<file path="src/rtl/fma_spec_pkg.sv">
package fma_spec_pkg;

   // Operand classes seen by the resolver
   typedef enum logic [2:0] {
      CL_ZERO = 3'd0,
      CL_NORM = 3'd1,
      CL_SUB  = 3'd2,
      CL_INF  = 3'd3,
      CL_QNAN = 3'd4,
      CL_SNAN = 3'd5
   } opcls_e;

   // Which value the result multiplexer drives
   typedef enum logic [3:0] {
      SEL_COMPUTE  = 4'd0,
      SEL_QUIET_Z  = 4'd1,
      SEL_QUIET_X  = 4'd2,
      SEL_QUIET_Y  = 4'd3,
      SEL_PASS_X   = 4'd4,
      SEL_PASS_Y   = 4'd5,
      SEL_PASS_Z   = 4'd6,
      SEL_INDEF    = 4'd7,
      SEL_INF_PROD = 4'd8,
      SEL_INF_Z    = 4'd9
   } rsel_e;

   // Operand slots
   localparam int OPND_X   = 0;
   localparam int OPND_Y   = 1;
   localparam int OPND_Z   = 2;
   localparam int OPND_CNT = 3;

   function automatic logic cls_is_inf(opcls_e c);
      return c == CL_INF;
   endfunction

   function automatic logic cls_is_zero(opcls_e c);
      return c == CL_ZERO;
   endfunction

   function automatic logic cls_is_snan(opcls_e c);
      return c == CL_SNAN;
   endfunction

   function automatic logic cls_is_qnan(opcls_e c);
      return c == CL_QNAN;
   endfunction

endpackage

</file>
<file path="src/rtl/fma_opnd_classify.sv">
module fma_opnd_classify
   import fma_spec_pkg::*;
#(
   parameter int EXP_W     = 11,
   parameter int FRAC_W    = 52,
   parameter bit FLUSH_SUB = 1'b0
) (
   input  logic [EXP_W+FRAC_W:0] raw_i,
   output opcls_e                cls_o,
   output logic                  sign_o,
   output logic [EXP_W+FRAC_W:0] eff_o
);

   localparam int W     = 1 + EXP_W + FRAC_W;
   localparam int QBIT  = FRAC_W - 1;
   localparam int EXP_L = FRAC_W;
   localparam int EXP_H = FRAC_W + EXP_W - 1;

   logic [EXP_W-1:0]  exp_f;
   logic [FRAC_W-1:0] frac_f;
   logic              exp_all1;
   logic              exp_all0;
   logic              frac_nz;
   opcls_e            base_cls;

   assign exp_f    = raw_i[EXP_H:EXP_L];
   assign frac_f   = raw_i[FRAC_W-1:0];
   assign exp_all1 = &exp_f;
   assign exp_all0 = ~|exp_f;
   assign frac_nz  = |frac_f;
   assign sign_o   = raw_i[W-1];

   // Class from the raw fields, before any flush option
   always_comb begin
      if (exp_all1) begin
         if (!frac_nz)           base_cls = CL_INF;
         else if (frac_f[QBIT])  base_cls = CL_QNAN;
         else                    base_cls = CL_SNAN;
      end else if (exp_all0) begin
         base_cls = frac_nz ? CL_SUB : CL_ZERO;
      end else begin
         base_cls = CL_NORM;
      end
   end

   generate
      if (FLUSH_SUB) begin : g_flush
         // Subnormals collapse to a signed zero, in class and in value
         always_comb begin
            if (base_cls == CL_SUB) begin
               cls_o = CL_ZERO;
               eff_o = {sign_o, {(W-1){1'b0}}};
            end else begin
               cls_o = base_cls;
               eff_o = raw_i;
            end
         end
      end else begin : g_keep
         assign cls_o = base_cls;
         assign eff_o = raw_i;
      end
   endgenerate

endmodule

</file>
<file path="src/rtl/fma_special_decide.sv">
module fma_special_decide
   import fma_spec_pkg::*;
(
   input  opcls_e x_cls_i,
   input  opcls_e y_cls_i,
   input  opcls_e z_cls_i,
   output rsel_e  sel_o,
   output logic   invalid_o
);

   logic any_inf_xy;
   logic any_zero_xy;
   logic inf_by_zero;
   logic z_quiet;
   logic z_inf;

   assign any_inf_xy  = cls_is_inf(x_cls_i) | cls_is_inf(y_cls_i);
   assign any_zero_xy = cls_is_zero(x_cls_i) | cls_is_zero(y_cls_i);
   assign inf_by_zero = (cls_is_inf(x_cls_i) & cls_is_zero(y_cls_i)) |
                        (cls_is_zero(x_cls_i) & cls_is_inf(y_cls_i));
   assign z_quiet     = cls_is_qnan(z_cls_i);
   assign z_inf       = cls_is_inf(z_cls_i);

   // Fixed three-operand precedence; earlier tests win
   always_comb begin
      sel_o     = SEL_COMPUTE;
      invalid_o = 1'b0;
      if (cls_is_snan(z_cls_i)) begin
         sel_o     = SEL_QUIET_Z;
         invalid_o = 1'b1;
      end else if (cls_is_snan(x_cls_i)) begin
         sel_o     = SEL_QUIET_X;
         invalid_o = 1'b1;
      end else if (cls_is_snan(y_cls_i)) begin
         sel_o     = SEL_QUIET_Y;
         invalid_o = 1'b1;
      end else if (cls_is_qnan(x_cls_i)) begin
         sel_o = SEL_PASS_X;
      end else if (cls_is_qnan(y_cls_i)) begin
         sel_o = SEL_PASS_Y;
      end else if (inf_by_zero) begin
         if (z_quiet) begin
            sel_o = SEL_PASS_Z;
         end else begin
            sel_o     = SEL_INDEF;
            invalid_o = 1'b1;
         end
      end else if (any_inf_xy) begin
         sel_o = z_quiet ? SEL_PASS_Z : SEL_INF_PROD;
      end else if (any_zero_xy) begin
         sel_o = z_inf ? SEL_INF_Z : SEL_PASS_Z;
      end else if (z_quiet) begin
         sel_o = SEL_PASS_Z;
      end else if (z_inf) begin
         sel_o = SEL_INF_Z;
      end else begin
         sel_o = SEL_COMPUTE;
      end
   end

endmodule

</file>
<file path="src/rtl/fma_result_build.sv">
module fma_result_build
   import fma_spec_pkg::*;
#(
   parameter int EXP_W  = 11,
   parameter int FRAC_W = 52
) (
   input  rsel_e                 sel_i,
   input  logic [EXP_W+FRAC_W:0] x_eff_i,
   input  logic [EXP_W+FRAC_W:0] y_eff_i,
   input  logic [EXP_W+FRAC_W:0] z_eff_i,
   input  logic                  x_sign_i,
   input  logic                  y_sign_i,
   input  logic                  z_sign_i,
   output logic [EXP_W+FRAC_W:0] result_o
);

   localparam int W = 1 + EXP_W + FRAC_W;
   localparam logic [W-1:0] QMASK   = {{(W-1){1'b0}}, 1'b1} << (FRAC_W - 1);
   localparam logic [W-1:0] INF_MAG = {1'b0, {EXP_W{1'b1}}, {FRAC_W{1'b0}}};
   localparam logic [W-1:0] INDEF   = INF_MAG | QMASK;

   function automatic logic [W-1:0] signed_inf(input logic s);
      return {s, INF_MAG[W-2:0]};
   endfunction

   always_comb begin
      unique case (sel_i)
         SEL_QUIET_Z:  result_o = z_eff_i | QMASK;
         SEL_QUIET_X:  result_o = x_eff_i | QMASK;
         SEL_QUIET_Y:  result_o = y_eff_i | QMASK;
         SEL_PASS_X:   result_o = x_eff_i;
         SEL_PASS_Y:   result_o = y_eff_i;
         SEL_PASS_Z:   result_o = z_eff_i;
         SEL_INDEF:    result_o = INDEF;
         SEL_INF_PROD: result_o = signed_inf(x_sign_i ^ y_sign_i);
         SEL_INF_Z:    result_o = signed_inf(z_sign_i);
         default:      result_o = '0;
      endcase
   end

endmodule

</file>
<file path="src/rtl/fma_special_resolve.sv">
module fma_special_resolve
   import fma_spec_pkg::*;
#(
   parameter int EXP_W     = 11,
   parameter int FRAC_W    = 52,
   parameter bit FLUSH_SUB = 1'b0
) (
   input  logic [EXP_W+FRAC_W:0] x_i,
   input  logic [EXP_W+FRAC_W:0] y_i,
   input  logic [EXP_W+FRAC_W:0] z_i,
   output logic [EXP_W+FRAC_W:0] result_o,
   output logic                  invalid_o,
   output logic                  compute_o,
   output logic                  norm_x_o,
   output logic                  norm_y_o,
   output logic                  norm_z_o
);

   localparam int W = 1 + EXP_W + FRAC_W;

   // Elaboration-time parameter checks
   generate
      if (EXP_W < 2) begin : g_bad_exp
         $error("fma_special_resolve: EXP_W must be at least 2");
      end
      if (FRAC_W < 2) begin : g_bad_frac
         $error("fma_special_resolve: FRAC_W must be at least 2");
      end
   endgenerate

   logic [W-1:0] opnd_raw  [OPND_CNT];
   logic [W-1:0] opnd_eff  [OPND_CNT];
   opcls_e       opnd_cls  [OPND_CNT];
   logic         opnd_sign [OPND_CNT];
   logic [OPND_CNT-1:0] opnd_sub;
   rsel_e        sel;
   logic         compute;

   assign opnd_raw[OPND_X] = x_i;
   assign opnd_raw[OPND_Y] = y_i;
   assign opnd_raw[OPND_Z] = z_i;

   generate
      for (genvar gi = 0; gi < OPND_CNT; gi++) begin : g_cls
         fma_opnd_classify #(
            .EXP_W     (EXP_W),
            .FRAC_W    (FRAC_W),
            .FLUSH_SUB (FLUSH_SUB)
         ) cls_i (
            .raw_i  (opnd_raw[gi]),
            .cls_o  (opnd_cls[gi]),
            .sign_o (opnd_sign[gi]),
            .eff_o  (opnd_eff[gi])
         );
         assign opnd_sub[gi] = (opnd_cls[gi] == CL_SUB);
      end
   endgenerate

   fma_special_decide decide_i (
      .x_cls_i   (opnd_cls[OPND_X]),
      .y_cls_i   (opnd_cls[OPND_Y]),
      .z_cls_i   (opnd_cls[OPND_Z]),
      .sel_o     (sel),
      .invalid_o (invalid_o)
   );

   fma_result_build #(
      .EXP_W  (EXP_W),
      .FRAC_W (FRAC_W)
   ) build_i (
      .sel_i    (sel),
      .x_eff_i  (opnd_eff[OPND_X]),
      .y_eff_i  (opnd_eff[OPND_Y]),
      .z_eff_i  (opnd_eff[OPND_Z]),
      .x_sign_i (opnd_sign[OPND_X]),
      .y_sign_i (opnd_sign[OPND_Y]),
      .z_sign_i (opnd_sign[OPND_Z]),
      .result_o (result_o)
   );

   assign compute   = (sel == SEL_COMPUTE);
   assign compute_o = compute;
   assign norm_x_o  = compute & opnd_sub[OPND_X];
   assign norm_y_o  = compute & opnd_sub[OPND_Y];
   assign norm_z_o  = compute & opnd_sub[OPND_Z];

endmodule

</file>
<file path="config.mk">
export PLATFORM = sky130hd
export DESIGN_NAME = fma_special_resolve
export DESIGN_NICKNAME = d
export VERILOG_FILES = /design/src/rtl/fma_spec_pkg.sv /design/src/rtl/fma_opnd_classify.sv /design/src/rtl/fma_special_decide.sv /design/src/rtl/fma_result_build.sv /design/src/rtl/fma_special_resolve.sv
export SDC_FILE = /design/constraint.sdc
export NUM_CORES = 1
export LEC_CHECK = 0
export BUFFER_PORTS_ARGS = -buffer_cell sky130_fd_sc_hd__buf_4
export CAP_MARGIN = 15
export CORE_AREA = 4 4 98 100
export DETAILED_ROUTE_END_ITERATION = 6
export DIE_AREA = 0 0 102 104
export PLACE_DENSITY_LB_ADDON = 0.1
export SKIP_LAST_GASP = 1
export SYNTH_ARGS = -nofsm -noshare
export SYNTH_HDL_FRONTEND = slang
export SYNTH_SLANG_ARGS = --single-unit
</file>
<file path="constraint.sdc">
create_clock -name vclk -period 3.36
set_input_delay 0.336 -clock vclk [all_inputs]
set_output_delay 0.336 -clock vclk [all_outputs]
set_load 0.02 [all_outputs]
</file>
## After elaboration in Yosys (flattened, before gate mapping)

Index checks and enable logic that the tools add are counted.

- Flip-flop bits (word level): 0
- Bits of input ports: 192
- Output and inout bits: 69
- Word-level logic and storage cells: 78

- Equality and inequality tests: 21
- Multiplexer cells: 36
- Bitwise operators: 9
- Reductions and logical operators: 12

Operators by type and width:

| operator | count |
|---|---|
| 64-bit case mux with 9 select lines | 1 |
| 52-bit OR reduction | 3 |
| 4-bit two-way mux | 12 |
| 11-bit AND reduction | 3 |
| 11-bit OR reduction | 3 |
| 3-bit two-way mux | 9 |
| 3-bit by 2-bit equality test with 1-bit output, second input constant | 6 |
| 3-bit equality test, second input constant | 6 |
| 4-bit by 3-bit equality test with 1-bit output, second input constant | 4 |
| 1-bit two-way mux | 11 |
| 4-bit by 2-bit equality test with 1-bit output, second input constant | 2 |
| 4-bit equality test, second input constant | 2 |
| 3-bit logical NOT | 2 |
| 2-bit two-way mux | 3 |
| 1-bit bitwise AND | 5 |
| 4-bit by 1-bit equality test with 1-bit output, second input constant | 1 |
| 4-bit logical NOT | 1 |
| 1-bit bitwise OR | 3 |
| 1-bit bitwise XOR | 1 |

## Longest topological paths before layout

- Word-level depth: 17
- Mapped depth: 11
- Depth with buffers taken out: 8

## Hierarchy

A second synthesis with hierarchy kept.

- Cell total of the unflattened synthesis: 623
- Area, all modules: 4,324.1 sq um

Modules (own cells, without submodules):

| module | instances | cells an instance | area an instance (sq um) | sequential area each (sq um) |
|---|---|---|---|---|
| fma_opnd_classify | 3 | 95 | 706.9 | 0.0 |
| fma_result_build | 1 | 280 | 1,789.2 | 0.0 |
| fma_special_decide | 1 | 53 | 345.3 | 0.0 |
| fma_special_resolve | 1 | 5 | 68.8 | 0.0 |

## Least setup slack after synthesis

OpenSTA, ideal clock, no wires.

- Path kind: input to output
- From: input z_i[23]
- To: output result_o[0]
- Arrival time: 3.196 ns
- Required time: 3.024 ns
- Path slack: -0.172 ns
- Stages: 10
- Cell sequence: nor4_1 > nand4_1 > or4_1 > a2111oi_1 > o32ai_2 > buf_4 > xnor2_1 > o41ai_4 > buf_6 > o2bb2ai_1

- Word-level cells in the longest chain between the ends: 17
- Elaborated cells between the ends (all ways): 31
- Classes of those cells: 12 x eq/ne; 18 x mux; 1 x reduce/logical

RTL lines:

| item | line | RTL |
|---|---|---|
| start: declaration | fma_special_resolve.sv:10 | `input logic [EXP_W+FRAC_W:0] z_i,` |
| 52-bit OR reduction * | fma_opnd_classify.sv:30 | `assign frac_nz = \|frac_f;` |
| 2-bit two-way mux | fma_opnd_classify.sv:40 | `base_cls = frac_nz ? CL_SUB : CL_ZERO;` |
| 3-bit two-way mux | fma_opnd_classify.sv:39 | `end else if (exp_all0) begin` |
| 3-bit two-way mux * | fma_opnd_classify.sv:35 | `if (exp_all1) begin` |
| 3-bit by 2-bit equality test with 1-bit output | fma_spec_pkg.sv:34 | `return c == CL_INF;` |
| 4-bit two-way mux | fma_special_decide.sv:54 | `end else if (z_inf) begin` |
| 4-bit two-way mux | fma_special_decide.sv:52 | `end else if (z_quiet) begin` |
| 4-bit two-way mux | fma_special_decide.sv:50 | `end else if (any_zero_xy) begin` |
| 4-bit two-way mux | fma_special_decide.sv:48 | `end else if (any_inf_xy) begin` |
| 4-bit two-way mux | fma_special_decide.sv:41 | `end else if (inf_by_zero) begin` |
| 4-bit two-way mux | fma_special_decide.sv:39 | `end else if (cls_is_qnan(y_cls_i)) begin` |
| 4-bit two-way mux | fma_special_decide.sv:37 | `end else if (cls_is_qnan(x_cls_i)) begin` |
| 4-bit two-way mux | fma_special_decide.sv:34 | `end else if (cls_is_snan(y_cls_i)) begin` |
| 4-bit two-way mux | fma_special_decide.sv:31 | `end else if (cls_is_snan(x_cls_i)) begin` |
| 4-bit two-way mux * | fma_special_decide.sv:28 | `if (cls_is_snan(z_cls_i)) begin` |
| 4-bit equality test (tied with other cells) | fma_result_build.sv:27 | `unique case (sel_i)` |
| 64-bit case mux with 9 select lines * | fma_result_build.sv:27 |  |
| end: declaration | fma_special_resolve.sv:11 | `output logic [EXP_W+FRAC_W:0] result_o,` |

Mark *: on every way between the ends. The rest lies on a longest branch, timed or not.

## Final worst setup path

- From: input x_i[50]
- To: output result_o[37]

- Word-level cells in the longest chain between the ends: 16
- Elaborated cells between the ends (all ways): 32
- Classes of those cells: 12 x eq/ne; 13 x mux; 5 x bitwise; 2 x reduce/logical

RTL lines:

| item | line | RTL |
|---|---|---|
| start: declaration | fma_special_resolve.sv:8 | `input logic [EXP_W+FRAC_W:0] x_i,` |
| 52-bit OR reduction * | fma_opnd_classify.sv:30 |  |
| 2-bit two-way mux | fma_opnd_classify.sv:40 |  |
| 3-bit two-way mux | fma_opnd_classify.sv:39 |  |
| 3-bit two-way mux * | fma_opnd_classify.sv:35 |  |
| 3-bit logical NOT | fma_spec_pkg.sv:38 | `return c == CL_ZERO;` |
| 1-bit bitwise OR | fma_special_decide.sv:18 | `assign any_zero_xy = cls_is_zero(x_cls_i) \| cls_is_zero(y_cls_i);` |
| 4-bit two-way mux | fma_special_decide.sv:50 |  |
| 4-bit two-way mux | fma_special_decide.sv:48 |  |
| 4-bit two-way mux | fma_special_decide.sv:41 |  |
| 4-bit two-way mux | fma_special_decide.sv:39 |  |
| 4-bit two-way mux | fma_special_decide.sv:37 |  |
| 4-bit two-way mux | fma_special_decide.sv:34 |  |
| 4-bit two-way mux * | fma_special_decide.sv:31 |  |
| 4-bit two-way mux * | fma_special_decide.sv:28 |  |
| 4-bit equality test (tied with other cells) | fma_result_build.sv:27 |  |
| 64-bit case mux with 9 select lines * | fma_result_build.sv:27 |  |

Marks and branches as above.

==> results.toml <==
[cells_and_area]
drive_gt1_share_pct = 74.3
final-seq-area_um2 = 0
layout.nets = 832
clkbuf_count = 0
nFlopsAndLatches = 0
fin_util_pct = 72.8
nFillCells = 634
antenna_cells = 0
area_delta_synth_final_pct = 189
multi_input_area_um2 = 2870

[worst_hold_path]
hp-class = "primary input to primary output"
min_path_cells = 3
hold_start = "z_i[63]"
whs_endpoint = "result_o[63]"

[critical_path]
cp-end-kind = "primary output"
slowest_stage = "or4_4"
cp-start-kind = "primary input"
path_cells = "buf_8 -> nor4_4 -> buf_4 -> nand4_1 -> buf_4 -> or4_4 -> buf_6 -> o221ai_2 -> o211ai_2 -> xnor2_2 -> o41ai_4 -> buf_4 -> buf_12 -> clkbuf_16 -> o2bb2ai_2 -> buf_6"
path_max_fanout = 8
critPathMaxStageDelay_ns = 0.50
cp_common_cell = "buf_4"
critical_path_class = "primary input to primary output"
required_ns = 3.02
crit_arrival_ns = 3.29

[power]
powerDensity_nw_per_um2 = 58.4
p_leak_nw = 2.96
ir_worst_vdd_mv = 0.0503
power_mw = 0.369

[detailed_routing]
wl_per_cell_um = 22.5
vias_per_cell = 5.74
drc = 0
met2_length_um = 8690
first_pass_iters = 4
drtAntennaViolNets = 0
routed_wl_um = 16800
m1WireLength_um = 6290
wl_met3_um = 1230
vias = 4281
drt_iter0_markers = 197
highest_layer = "met4"

[timing]
fin_crit_ns = 3.63
setup_ws_ns = -0.266
setup_tns_ns = -14.33
finalHoldViolCount = 0
min_period_over_period_pct = 108
setup_violations = 68
fmax_mhz = 276
finalMaxSlewViolations = 0
rsz0062_at_grt = "yes"
slew-limit-headroom_pct = 45.4
whs_ns = 0.978
tightest_slew_ns = 0.820

[placed_design]
port_buffers = 261
gp_congestion = 0.898
pre_cts_ws_ns = -0.460
hpwl_um = 11500

[synthesis]
synth_nets = 477
synth_cells = 285
synth_cell_types = 47
yosys_warnings = 0
synth_area_um2 = 2180
synth.avg_cell_area_um2 = 7.66
yosysSeqAreaShare_pct = 0

[global_routing]
first_global_vias = 4327
grt_overflow = 0
antenna_found_initial = 0
grt_pass1_wl_um = 21900
grt_max_degree = 53
grtUsageTotal_pct = 25.4

[floorplanning]
core-area_um2 = 8680
rows = 34
fp.dieArea_um2 = 10600
design.portCount = 261
chipHeight_um = 104
initial_utilization_pct = 25.2
die_width_um = 102

[clock_tree]
postCtsHoldBufs = 0

[outcome]
violations = "setup timing"
status = "complete, but fails checks"

[job]
drv_cap = 0
## kinds of logic (layout without fill, tap and decap cells)
kind of cell / Yosys count / after routing / synth area share (%)
AND/OR/NAND/NOR: 114 / 114 / 31.7
AO/OA/AOI/OAI: 93 / 93 / 37.9
multiplexers: 51 / 51 / 23.4
buffers and inverters: 25 / 378 / 6.19
XOR/XNOR: 2 / 2 / 0.802
## report_power, final
group | switching (mW) | total, mW | leakage, nW | internal [mW]
clock | 0 | 0 | 0 | 0
combinational | 0.154 | 0.369 | 2.96 | 0.215
sequential | 0 | 0 | 0 | 0
## critical path: cells and delay by family
kind,cells,cell delay (ns)
xor gates and xnor gates,1,0.19
and+or+nand+nor,3,0.90
AOI/OAI and AO/OA,4,0.67
buffers and inverters,8,1.20
## per-stage QoR
step	std cells	instance area (µm²)
after floorplan	285	2190
after global placement	714	4810
after detailed placement	714	4810
after CTS	728	5450
after global routing	746	6320
final	746	6320
## cells in the mapped netlist (2+ instances only)
cell type | number | share of area [%]
nor3_1 | 13 | 3.0
clkbuf_1 | 17 | 2.9
o2bb2ai_1 | 52 | 21
nor4_1 | 46 | 13
buf_6 | 5 | 2.6
o31ai_1 | 2 | 0.69
nor4_4 | 2 | 1.9
o31a_1 | 11 | 4.4
nand2b_1 | 3 | 0.86
o32ai_1 | 2 | 0.80
or3_1 | 5 | 1.4
o22ai_1 | 2 | 0.57
nand4_1 | 12 | 3.4
o221ai_1 | 3 | 1.2
or4_1 | 3 | 1.0
mux2i_1 | 51 | 23
a21oi_1 | 3 | 0.69
a311o_1 | 2 | 0.92
nor2_1 | 3 | 0.52
a2111oi_0 | 2 | 0.80
nand2_1 | 9 | 1.5
nand3_1 | 12 | 2.8
## per-layer routing
| metal | GRT usage [%] | vias up |
|---|---|---|
| met5 | 0 | - |
| met1 | 30.4 | 2042 |
| met2 | 46.1 | 218 |
| li1 | - | 1977 |
| met4 | 7.69 | 0 |
| met3 | 3.09 | 44 |
## cell usage in the layout, fill, tap and decap left out, types with 2 or more instances in the layout
master / instances
a21oi_2: 3
a311o_1: 2
buf_12: 4
buf_16: 2
buf_4: 288
buf_6: 73
buf_8: 4
clkbuf_16: 5
mux2i_1: 51
nand2_1: 7
nand2b_1: 3
nand3_1: 12
nand4_1: 12
nor2_1: 3
nor3_1: 12
nor4_1: 19
nor4_2: 11
nor4_4: 18
o21ai_1: 2
o221ai_2: 2
o22ai_1: 2
o2bb2ai_1: 7
o2bb2ai_2: 39
o2bb2ai_4: 6
o31a_1: 11
o32ai_1: 2
or3_1: 5
or4_4: 3
## cell type report
| class | count | area share, % |
|---|---|---|
| Multi-Input combinational cell | 260 | 45.5 |
| Inverter | 2 | 0.119 |
| Tap cell | 108 | 2.14 |
| Timing Repair Buffer | 376 | 52.3 |
## worst max-delay path by stage
stage / start / end / slack, ns / cells past startpoint
after floorplan: z_i[23] / result_o[0] / 0.03 / 10
after global placement: x_i[40] / result_o[29] / -0.43 / 10
after detailed placement: z_i[23] / result_o[26] / -0.46 / 13
after CTS: x_i[4] / result_o[6] / -0.21 / 15
after global routing: x_i[50] / result_o[33] / -0.37 / 16
final: x_i[50] / result_o[37] / -0.27 / 16
## timing repair
item	CTS	global route
setup buffers	12	11
endpoints found under the setup margin	68	69
pin swaps	25	30
cloned	3	9
gates resized for setup	79	137
(Power assumes the default switching activity.)
